<file path="src/rtl/tdm_pkg.sv">
package tdm_pkg;
  localparam int DIV_W  = 7;
  localparam int RAT_W  = DIV_W + 1;
  localparam int CNT_W  = 8;
  localparam int LEN_W  = CNT_W + 1;
  localparam int SAMP_W = 32;
  localparam int IDX_W  = $clog2(SAMP_W);
  localparam int WB_W   = IDX_W + 1;

  typedef struct packed {
    logic [DIV_W-1:0] div_code;
    logic [CNT_W-1:0] len_code;
    logic [CNT_W-1:0] offset;
    logic [1:0]       wsel;
    logic             inv;
    logic             hiz;
  } tdm_cfg_t;

  // divide code to ratio: 0 -> 2^DIV_W, 1 -> 2, others as given
  function automatic logic [RAT_W-1:0] div_ratio(input logic [DIV_W-1:0] code);
    if (code == '0)              return RAT_W'(1) << DIV_W;
    else if (code == DIV_W'(1))  return RAT_W'(2);
    else                         return {1'b0, code};
  endfunction

  // frame code to bit clocks per frame, minimum 16
  function automatic logic [LEN_W-1:0] frame_bits(input logic [CNT_W-1:0] code);
    if (code < CNT_W'(15)) return LEN_W'(16);
    else                   return {1'b0, code} + LEN_W'(1);
  endfunction

  function automatic logic [WB_W-1:0] word_bits(input logic [1:0] sel);
    case (sel)
      2'd0:    return WB_W'(16);
      2'd1:    return WB_W'(20);
      2'd2:    return WB_W'(24);
      default: return WB_W'(32);
    endcase
  endfunction
endpackage

</file>
<file path="src/rtl/tdm_bclk_div.sv">
module tdm_bclk_div #(
  parameter int RW = 8
) (
  input  logic          clk,
  input  logic          rst_n,
  input  logic          run,
  input  logic [RW-1:0] ratio,
  output logic          tick,
  output logic          phase_hi,
  output logic          at_start
);
  logic [RW-1:0] cnt_q;
  logic          last;

  assign last     = (cnt_q == ratio - RW'(1));
  assign tick     = run && last;
  assign phase_hi = (cnt_q >= (ratio >> 1));
  assign at_start = (cnt_q == '0);

  always_ff @(posedge clk) begin
    if (!rst_n)             cnt_q <= '0;
    else if (!run || last)  cnt_q <= '0;
    else                    cnt_q <= cnt_q + RW'(1);
  end


  div_range_chk: assert property (@(posedge clk) disable iff (!rst_n)
    run |-> (cnt_q < ratio));
endmodule

</file>
<file path="src/rtl/tdm_frame_ctr.sv">
module tdm_frame_ctr #(
  parameter int CW = 8,
  parameter int LW = 9
) (
  input  logic          clk,
  input  logic          rst_n,
  input  logic          run,
  input  logic          tick,
  input  logic [LW-1:0] flen,
  output logic [CW-1:0] bit_cnt,
  output logic          frame_end,
  output logic          word_pulse
);
  logic [CW-1:0] bit_q;
  logic          last_bit;

  assign last_bit   = ({{(LW-CW){1'b0}}, bit_q} == flen - LW'(1));
  assign frame_end  = tick && last_bit;
  assign word_pulse = run && (bit_q == '0);
  assign bit_cnt    = bit_q;

  always_ff @(posedge clk) begin
    if (!rst_n)                  bit_q <= '0;
    else if (!run || frame_end)  bit_q <= '0;
    else if (tick)               bit_q <= bit_q + CW'(1);
  end


  frame_wrap_chk: assert property (@(posedge clk) disable iff (!rst_n)
    frame_end |=> (bit_q == '0));

  bit_range_chk: assert property (@(posedge clk) disable iff (!rst_n)
    run |-> ({{(LW-CW){1'b0}}, bit_q} < flen));
endmodule

</file>
<file path="src/rtl/tdm_slot_tx.sv">
module tdm_slot_tx #(
  parameter int CW  = 8,
  parameter int SW  = 32,
  parameter int IW  = 5,
  parameter int WBW = 6
) (
  input  logic           clk,
  input  logic           rst_n,
  input  logic           run,
  input  logic           take,
  input  logic [SW-1:0]  s_data,
  input  logic           s_valid,
  output logic           s_ready,
  input  logic [CW-1:0]  bit_cnt,
  input  logic [CW-1:0]  offset,
  input  logic [WBW-1:0] wbits,
  output logic           in_slot,
  output logic           data_bit
);
  logic [SW-1:0]  samp_q;
  logic [CW:0]    rel;
  logic [WBW-1:0] idx;

  assign s_ready  = take;
  assign rel      = {1'b0, bit_cnt} - {1'b0, offset};
  assign in_slot  = run && (bit_cnt >= offset) &&
                    (rel < {{(CW+1-WBW){1'b0}}, wbits});
  assign idx      = wbits - WBW'(1) - rel[WBW-1:0];
  assign data_bit = in_slot && samp_q[idx[IW-1:0]];

  always_ff @(posedge clk) begin
    if (!rst_n)                samp_q <= '0;
    else if (take && s_valid)  samp_q <= s_data;
  end


  ready_pulse_chk: assert property (@(posedge clk) disable iff (!rst_n)
    s_ready |=> !s_ready);

  samp_hold_chk: assert property (@(posedge clk) disable iff (!rst_n)
    !(s_ready && s_valid) |=> $stable(samp_q));
endmodule

</file>
<file path="src/rtl/tdm_tx_master.sv">
module tdm_tx_master
  import tdm_pkg::*;
(
  input  logic              clk,
  input  logic              rst_n,
  input  logic              if_pwr,
  input  logic              conv_on,
  input  logic              keep_alive,
  input  logic [DIV_W-1:0]  cfg_div,
  input  logic [CNT_W-1:0]  cfg_len,
  input  logic [CNT_W-1:0]  cfg_offset,
  input  logic [1:0]        cfg_wsel,
  input  logic              cfg_inv,
  input  logic              cfg_hiz,
  input  logic [SAMP_W-1:0] s_data,
  input  logic              s_valid,
  output logic              s_ready,
  output logic              bclk_o,
  output logic              bclk_oe,
  output logic              wclk_o,
  output logic              wclk_oe,
  output logic              sdout_o,
  output logic              sdout_oe
);
  tdm_cfg_t         cfg_in, act_q;
  logic             run;
  logic             tick, phase_hi, at_start;
  logic             frame_end, word_pulse;
  logic [CNT_W-1:0] bit_cnt;
  logic             in_slot, data_bit;
  logic [RAT_W-1:0] ratio;
  logic [LEN_W-1:0] flen;
  logic [WB_W-1:0]  wbits;

  assign run   = if_pwr && (conv_on || keep_alive);
  assign ratio = div_ratio(act_q.div_code);
  assign flen  = frame_bits(act_q.len_code);
  assign wbits = word_bits(act_q.wsel);

  always_comb begin
    cfg_in          = '0;
    cfg_in.div_code = cfg_div;
    cfg_in.len_code = cfg_len;
    cfg_in.offset   = cfg_offset;
    cfg_in.wsel     = cfg_wsel;
    cfg_in.inv      = cfg_inv;
    cfg_in.hiz      = cfg_hiz;
  end

  always_ff @(posedge clk) begin
    if (!rst_n)                 act_q <= '0;
    else if (!run || frame_end) act_q <= cfg_in;
  end

  tdm_bclk_div #(.RW(RAT_W)) div_i (
    .clk(clk), .rst_n(rst_n), .run(run), .ratio(ratio),
    .tick(tick), .phase_hi(phase_hi), .at_start(at_start)
  );

  tdm_frame_ctr #(.CW(CNT_W), .LW(LEN_W)) frm_i (
    .clk(clk), .rst_n(rst_n), .run(run), .tick(tick), .flen(flen),
    .bit_cnt(bit_cnt), .frame_end(frame_end), .word_pulse(word_pulse)
  );

  tdm_slot_tx #(.CW(CNT_W), .SW(SAMP_W), .IW(IDX_W), .WBW(WB_W)) slot_i (
    .clk(clk), .rst_n(rst_n), .run(run), .take(frame_end),
    .s_data(s_data), .s_valid(s_valid), .s_ready(s_ready),
    .bit_cnt(bit_cnt), .offset(act_q.offset), .wbits(wbits),
    .in_slot(in_slot), .data_bit(data_bit)
  );

  assign bclk_o   = run && (phase_hi ^ act_q.inv);
  assign wclk_o   = word_pulse;
  assign sdout_o  = data_bit;
  assign bclk_oe  = if_pwr;
  assign wclk_oe  = if_pwr;
  assign sdout_oe = if_pwr && (in_slot || !act_q.hiz);


  pwr_hiz_chk: assert property (@(posedge clk) disable iff (!rst_n)
    !if_pwr |-> !(bclk_oe || wclk_oe || sdout_oe || s_ready));

  cfg_hold_chk: assert property (@(posedge clk) disable iff (!rst_n)
    (run && $past(run) && !$past(frame_end)) |-> $stable(act_q));

  data_stable_chk: assert property (@(posedge clk) disable iff (!rst_n)
    (run && $past(run) && !at_start) |-> $stable(sdout_o));

  idle_clk_chk: assert property (@(posedge clk) disable iff (!rst_n)
    !run |-> !(bclk_o || wclk_o));
endmodule

</file>
<file path="config.mk">
export PLATFORM = sky130hd
export DESIGN_NAME = tdm_tx_master
export DESIGN_NICKNAME = d
export VERILOG_FILES = /design/src/rtl/tdm_pkg.sv /design/src/rtl/tdm_bclk_div.sv /design/src/rtl/tdm_frame_ctr.sv /design/src/rtl/tdm_slot_tx.sv /design/src/rtl/tdm_tx_master.sv
export SDC_FILE = /design/constraint.sdc
export NUM_CORES = 1
export LEC_CHECK = 0
export ABC_CLOCK_PERIOD_IN_PS = 3700
export BUFFER_PORTS_ARGS = -buffer_cell sky130_fd_sc_hd__buf_4
export CORE_MARGIN = 3
export CORE_UTILIZATION = 50
export CTS_BUF_LIST = sky130_fd_sc_hd__clkbuf_2
export DETAILED_ROUTE_END_ITERATION = 6
export PLACE_DENSITY = 0.83
export SYNTH_ARGS = -nofsm -noshare
export SYNTH_HDL_FRONTEND = slang
export SYNTH_SLANG_ARGS = --single-unit
</file>
<file path="constraint.sdc">
create_clock -name clk -period 3.7 [get_ports clk]
set_clock_uncertainty 0.1 [all_clocks]
set_input_delay 0.185 -clock clk [delete_from_list [all_inputs] [get_ports clk]]
set_output_delay 0.185 -clock clk [all_outputs]
set_load 0.05 [all_outputs]
</file>
==> impl.org <==
** Routing
- Initial DRC Count :: 392
- After detailed routing, the number of remaining DRC violations is 0.
- Routed via count divided by cell count :: 5.91
- The first detailed-routing pass ran for 5 iterations.
- WL per Instance :: 16.9 um
- Routed Wire Length :: 14,300 um
- Total number of vias :: 5,001
- Number of nets with antenna violations after routing :: 0

** Setup path
- Kind of cell adding the most delay to the critical path :: compound AO/OA/AOI/OAI gates
- CP max stage cell :: sky130_fd_sc_hd__or4_4
- Counting both buffers and inverters, the worst setup path holds a total of 1.
- Arrival time at the worst endpoint :: 3.50 ns
- For the worst setup path, the data required time is 3.41 ns.
- On the worst path, the slowest cell contributes a delay of 0.52 ns.
- The critical path in this run is classified as reg2out.
- The critical path runs through a total of 13 cells.
- Crit path capture type :: output pin
- Crit-path cells :: or4_4 -> o21ai_2 -> and2_1 -> ha_1 -> nand2b_4 -> a21o_1 -> a21o_1 -> a21o_1 -> a21o_1 -> a21o_1 -> a211oi_2 -> mux2i_2 -> buf_6
- CP most frequent cell :: sky130_fd_sc_hd__a21o_1
- In this run the worst path has a maximum fanout of 4.
- The worst setup path is launched from a flop.
- Depth of the worst register-to-register path :: 10

** Die
- The floorplan has 34 rows.
- Height of the die :: 103 um
- Die Wd :: 103 um
- Starting Density :: 0.527
- CORE AREA :: 8980 um^2
- Pin placement for this block handled 72 I/O pins.
- The floorplan step defined a die boundary enclosing 10,700 um^2.

** Finish
- Fraction of final layout cells with drive strength greater than 1 :: 0.243
- P&R area growth vs syn :: 35.6%
- Number of nets in the final layout :: 808
- Once layout is complete, the utilization of the core stands at 0.715.
- The finished layout holds 846 standard cells, fillers aside.
- Number of inserted diodes :: 0

** Clocking
- Max Buffers Root-to-Sink :: 2
- Skew-Pair Late Insertion Delay :: 0.54 ns
- Clock sink count :: 75
- After clock tree synthesis, the clock-pin slew on the worst setup and hold paths is 0.23 ns.
- The root buffer cell chosen for the clock tree is sky130_fd_sc_hd__clkbuf_2.
- Deepest level of the CTS H-tree :: 3
- Number of buffers created by CTS :: 9
- TritonCTS built the clock tree.

** Yosys
- Post-synthesis cell type with the largest combined area :: sky130_fd_sc_hd__dfxtp_1
- Synthesized netlist cell count :: 585
- Synth Register Bits :: 75
- Distinct cells, synth :: 54
- Of the synthesized area, sequential elements account for 0.317.
- In the post-synthesis netlist, the cell with the most instances is sky130_fd_sc_hd__dfxtp_1.
- Net count after synthesis :: 678
- Number of synthesized flops with an enable pin :: 0
- Most frequent cells after synthesis :: sky130_fd_sc_hd__dfxtp_1, sky130_fd_sc_hd__o21ai_0, sky130_fd_sc_hd__a21oi_1
- Mean instance size in the synthesized netlist :: 8.09 um^2
- In the synthesized netlist the dominant register cell turns out to be sky130_fd_sc_hd__dfxtp_1.
- Proportion of register bits with asynchronous set or reset after synthesis :: 0
- Yosys warns :: 0
- Area share of the largest cell type after synthesis :: 0.317
- Sorting the synthesized cells by area gives the leading types as sky130_fd_sc_hd__dfxtp_1, sky130_fd_sc_hd__o21ai_0, sky130_fd_sc_hd__a21oi_1, sky130_fd_sc_hd__nand3_1, sky130_fd_sc_hd__ha_1.
- The synthesized netlist occupies a cell area of 4730 um^2.

** Timing
- Hold WS :: 0.107 ns
- Normalized max-slew margin :: 0.489
- Dividing the final minimum period by the clock period gives 1.02.
- Once routing completed, OpenROAD measured the worst setup slack at -0.0885 ns.
- Highest attainable clock frequency :: 0.264 GHz
- Max-slew violation total from the final report :: 0
- The number of endpoints with negative hold slack in the final report came to 0.
- Setup repair after global routing could not meet its margin everywhere.
- The routed design could run at a clock period as short as 3.79 ns.
- Transition time at the pin with the least slew margin :: 0.765 ns
- Setup violations remaining at the end of the flow were counted as 1.

** Global routing
- Vias in the first global route :: 4,767
- Leftover overflow at the end of global routing :: 0
- The number of antenna violations at the first check in global routing was 0.
- Entering global routing, the biggest net connects 60 pins.
- GRT Total Usage :: 0.252
- Wire length of the first global-routing pass :: 21,500 um

** Placed design
- The congestion estimate from routability-driven global placement came to 0.914.
- Once placement completed, the tool counted placed cells totaling 752.
- Detailed placer's ending HPWL :: 8530 um
- Setup slack at placement :: 0.146 ns
- Number of buffer cells added on primary ports :: 71

** Outcome
- Run status :: finished with violations
- Violations in the final reports :: negative setup slack

** Min path
- HP Class :: in2reg
- The worst hold path was traced through 4 stages.

** Job
- Max-cap violation count :: 0

** Power and ir drop
- For this design the static power due to leakage is 2.51 nW.
- Final total power :: 1.85 mW
- VDD sags by at most 0.213 mV.
- Total power per unit cell area :: 289 nW/um^2
-- power by group --
group	switching (mW)	total [mW]	internal, mW
sequential	0.0231	0.851	0.828
combinational	0.240	0.497	0.257
clock	0.338	0.505	0.167
-- worst register-to-register path: stages, from the launching register on --
cell                            delay, ns
sky130_fd_sc_hd__dfxtp_4             0.41
sky130_fd_sc_hd__or4_4               0.52
sky130_fd_sc_hd__buf_4               0.17
sky130_fd_sc_hd__or4_1               0.46
sky130_fd_sc_hd__a31oi_1             0.25
sky130_fd_sc_hd__o22ai_1             0.16
sky130_fd_sc_hd__nor4_4              0.27
sky130_fd_sc_hd__and4bb_4            0.34
sky130_fd_sc_hd__nand3_1             0.08
sky130_fd_sc_hd__dlygate4sd3_1       0.56
sky130_fd_sc_hd__a21oi_1             0.13
-- registers in the layout, indices dropped and copies added (netlist names) --
| signal | flops |
|---|---|
| slot_i.samp_q | 32 |
| act_q | 27 |
| frm_i.bit_cnt | 8 |
| div_i.cnt_q | 8 |
-- cells in the final DEF, fill, tap and decap left out, drive strengths merged, types with 3 or more instances in the layout --
cell type,instances
a211oi,5
a21boi,4
a21o,8
a21oi,71
a31oi,3
and2,4
and3,5
buf,104
clkbuf,9
dfxtp,75
dlygate4sd3,62
ha,26
inv,32
mux2i,6
mux4,10
nand2,16
nand2b,13
nand3,70
nand4,7
nor2,27
nor2b,7
nor3,4
nor4,7
o21ai,73
o22ai,3
or3,4
or4,3
xnor2,15
xor2,17
-- routing by layer --
layer	track usage	wire length (um)	part of all wire	vias to the layer above
met5	0	0	0	-
met4	0.0876	453	0.032	0
met3	0.0476	944	0.066	44
met2	0.448	7140	0.50	242
met1	0.305	5730	0.40	2340
li1	-	-	-	2375
-- cell type report --
cell class	instances	area (um^2)
clock inverters	7	81.3
flip-flops and latches	75	1530
multi-input cells	435	3060
repair buffers	166	1440
clock buffers	9	45.0
well taps	126	158
inverters	28	108
fillers	591	2560
-- repair_timing --
action / CTS / global route
endpoints found under the hold margin: 59 / 1
pin swaps: 12 / 12
setup buffers: 9 / 7
hold buffers: 61 / 1
gates resized for setup: 37 / 22
endpoints found under the setup margin: 4 / 7
-- final timing paths --
| path | slack, ns | from | end |
|---|---|---|---|
| hold / removal | 0.11 | conv_on | act_q[18]$_SDFFE_PN0P_ |
| setup reg to reg | 0.23 | act_q[23]$_SDFFE_PN0P_ | slot_i.samp_q[1]$_SDFFE_PN0P_ |
| setup / recovery | -0.09 | act_q[23]$_SDFFE_PN0P_ | bclk_o |
| hold reg to reg | 0.39 | act_q[5]$_SDFFE_PN0P_ | act_q[5]$_SDFFE_PN0P_ |
-- cell families (layout without fill, tap and decap cells) --
| kind of cell | Yosys count | count (layout) | synth area share |
|---|---|---|---|
| multiplexers | 16 | 16 | 0.0603 |
| flip-flops | 75 | 75 | 0.317 |
| XOR/XNOR | 33 | 33 | 0.0643 |
| AND/OR/NAND/NOR | 176 | 176 | 0.200 |
| buffers and inverters | 75 | 210 | 0.0661 |
| adder cells (fa/ha/maj) | 28 | 28 | 0.0772 |
| AO/OA/AOI/OAI | 182 | 182 | 0.215 |
-- per-stage QoR --
step | cell area, um^2 | TNS [ns]
CTS | 6270 | -0.0524
detailed placement | 5380 | 0
global route | 6420 | -0.419
global placement | 5380 | 0
floorplan | 4740 | 0
finish | 6420 | -0.0885
No activity file was read; power rests on OpenSTA's default activity.
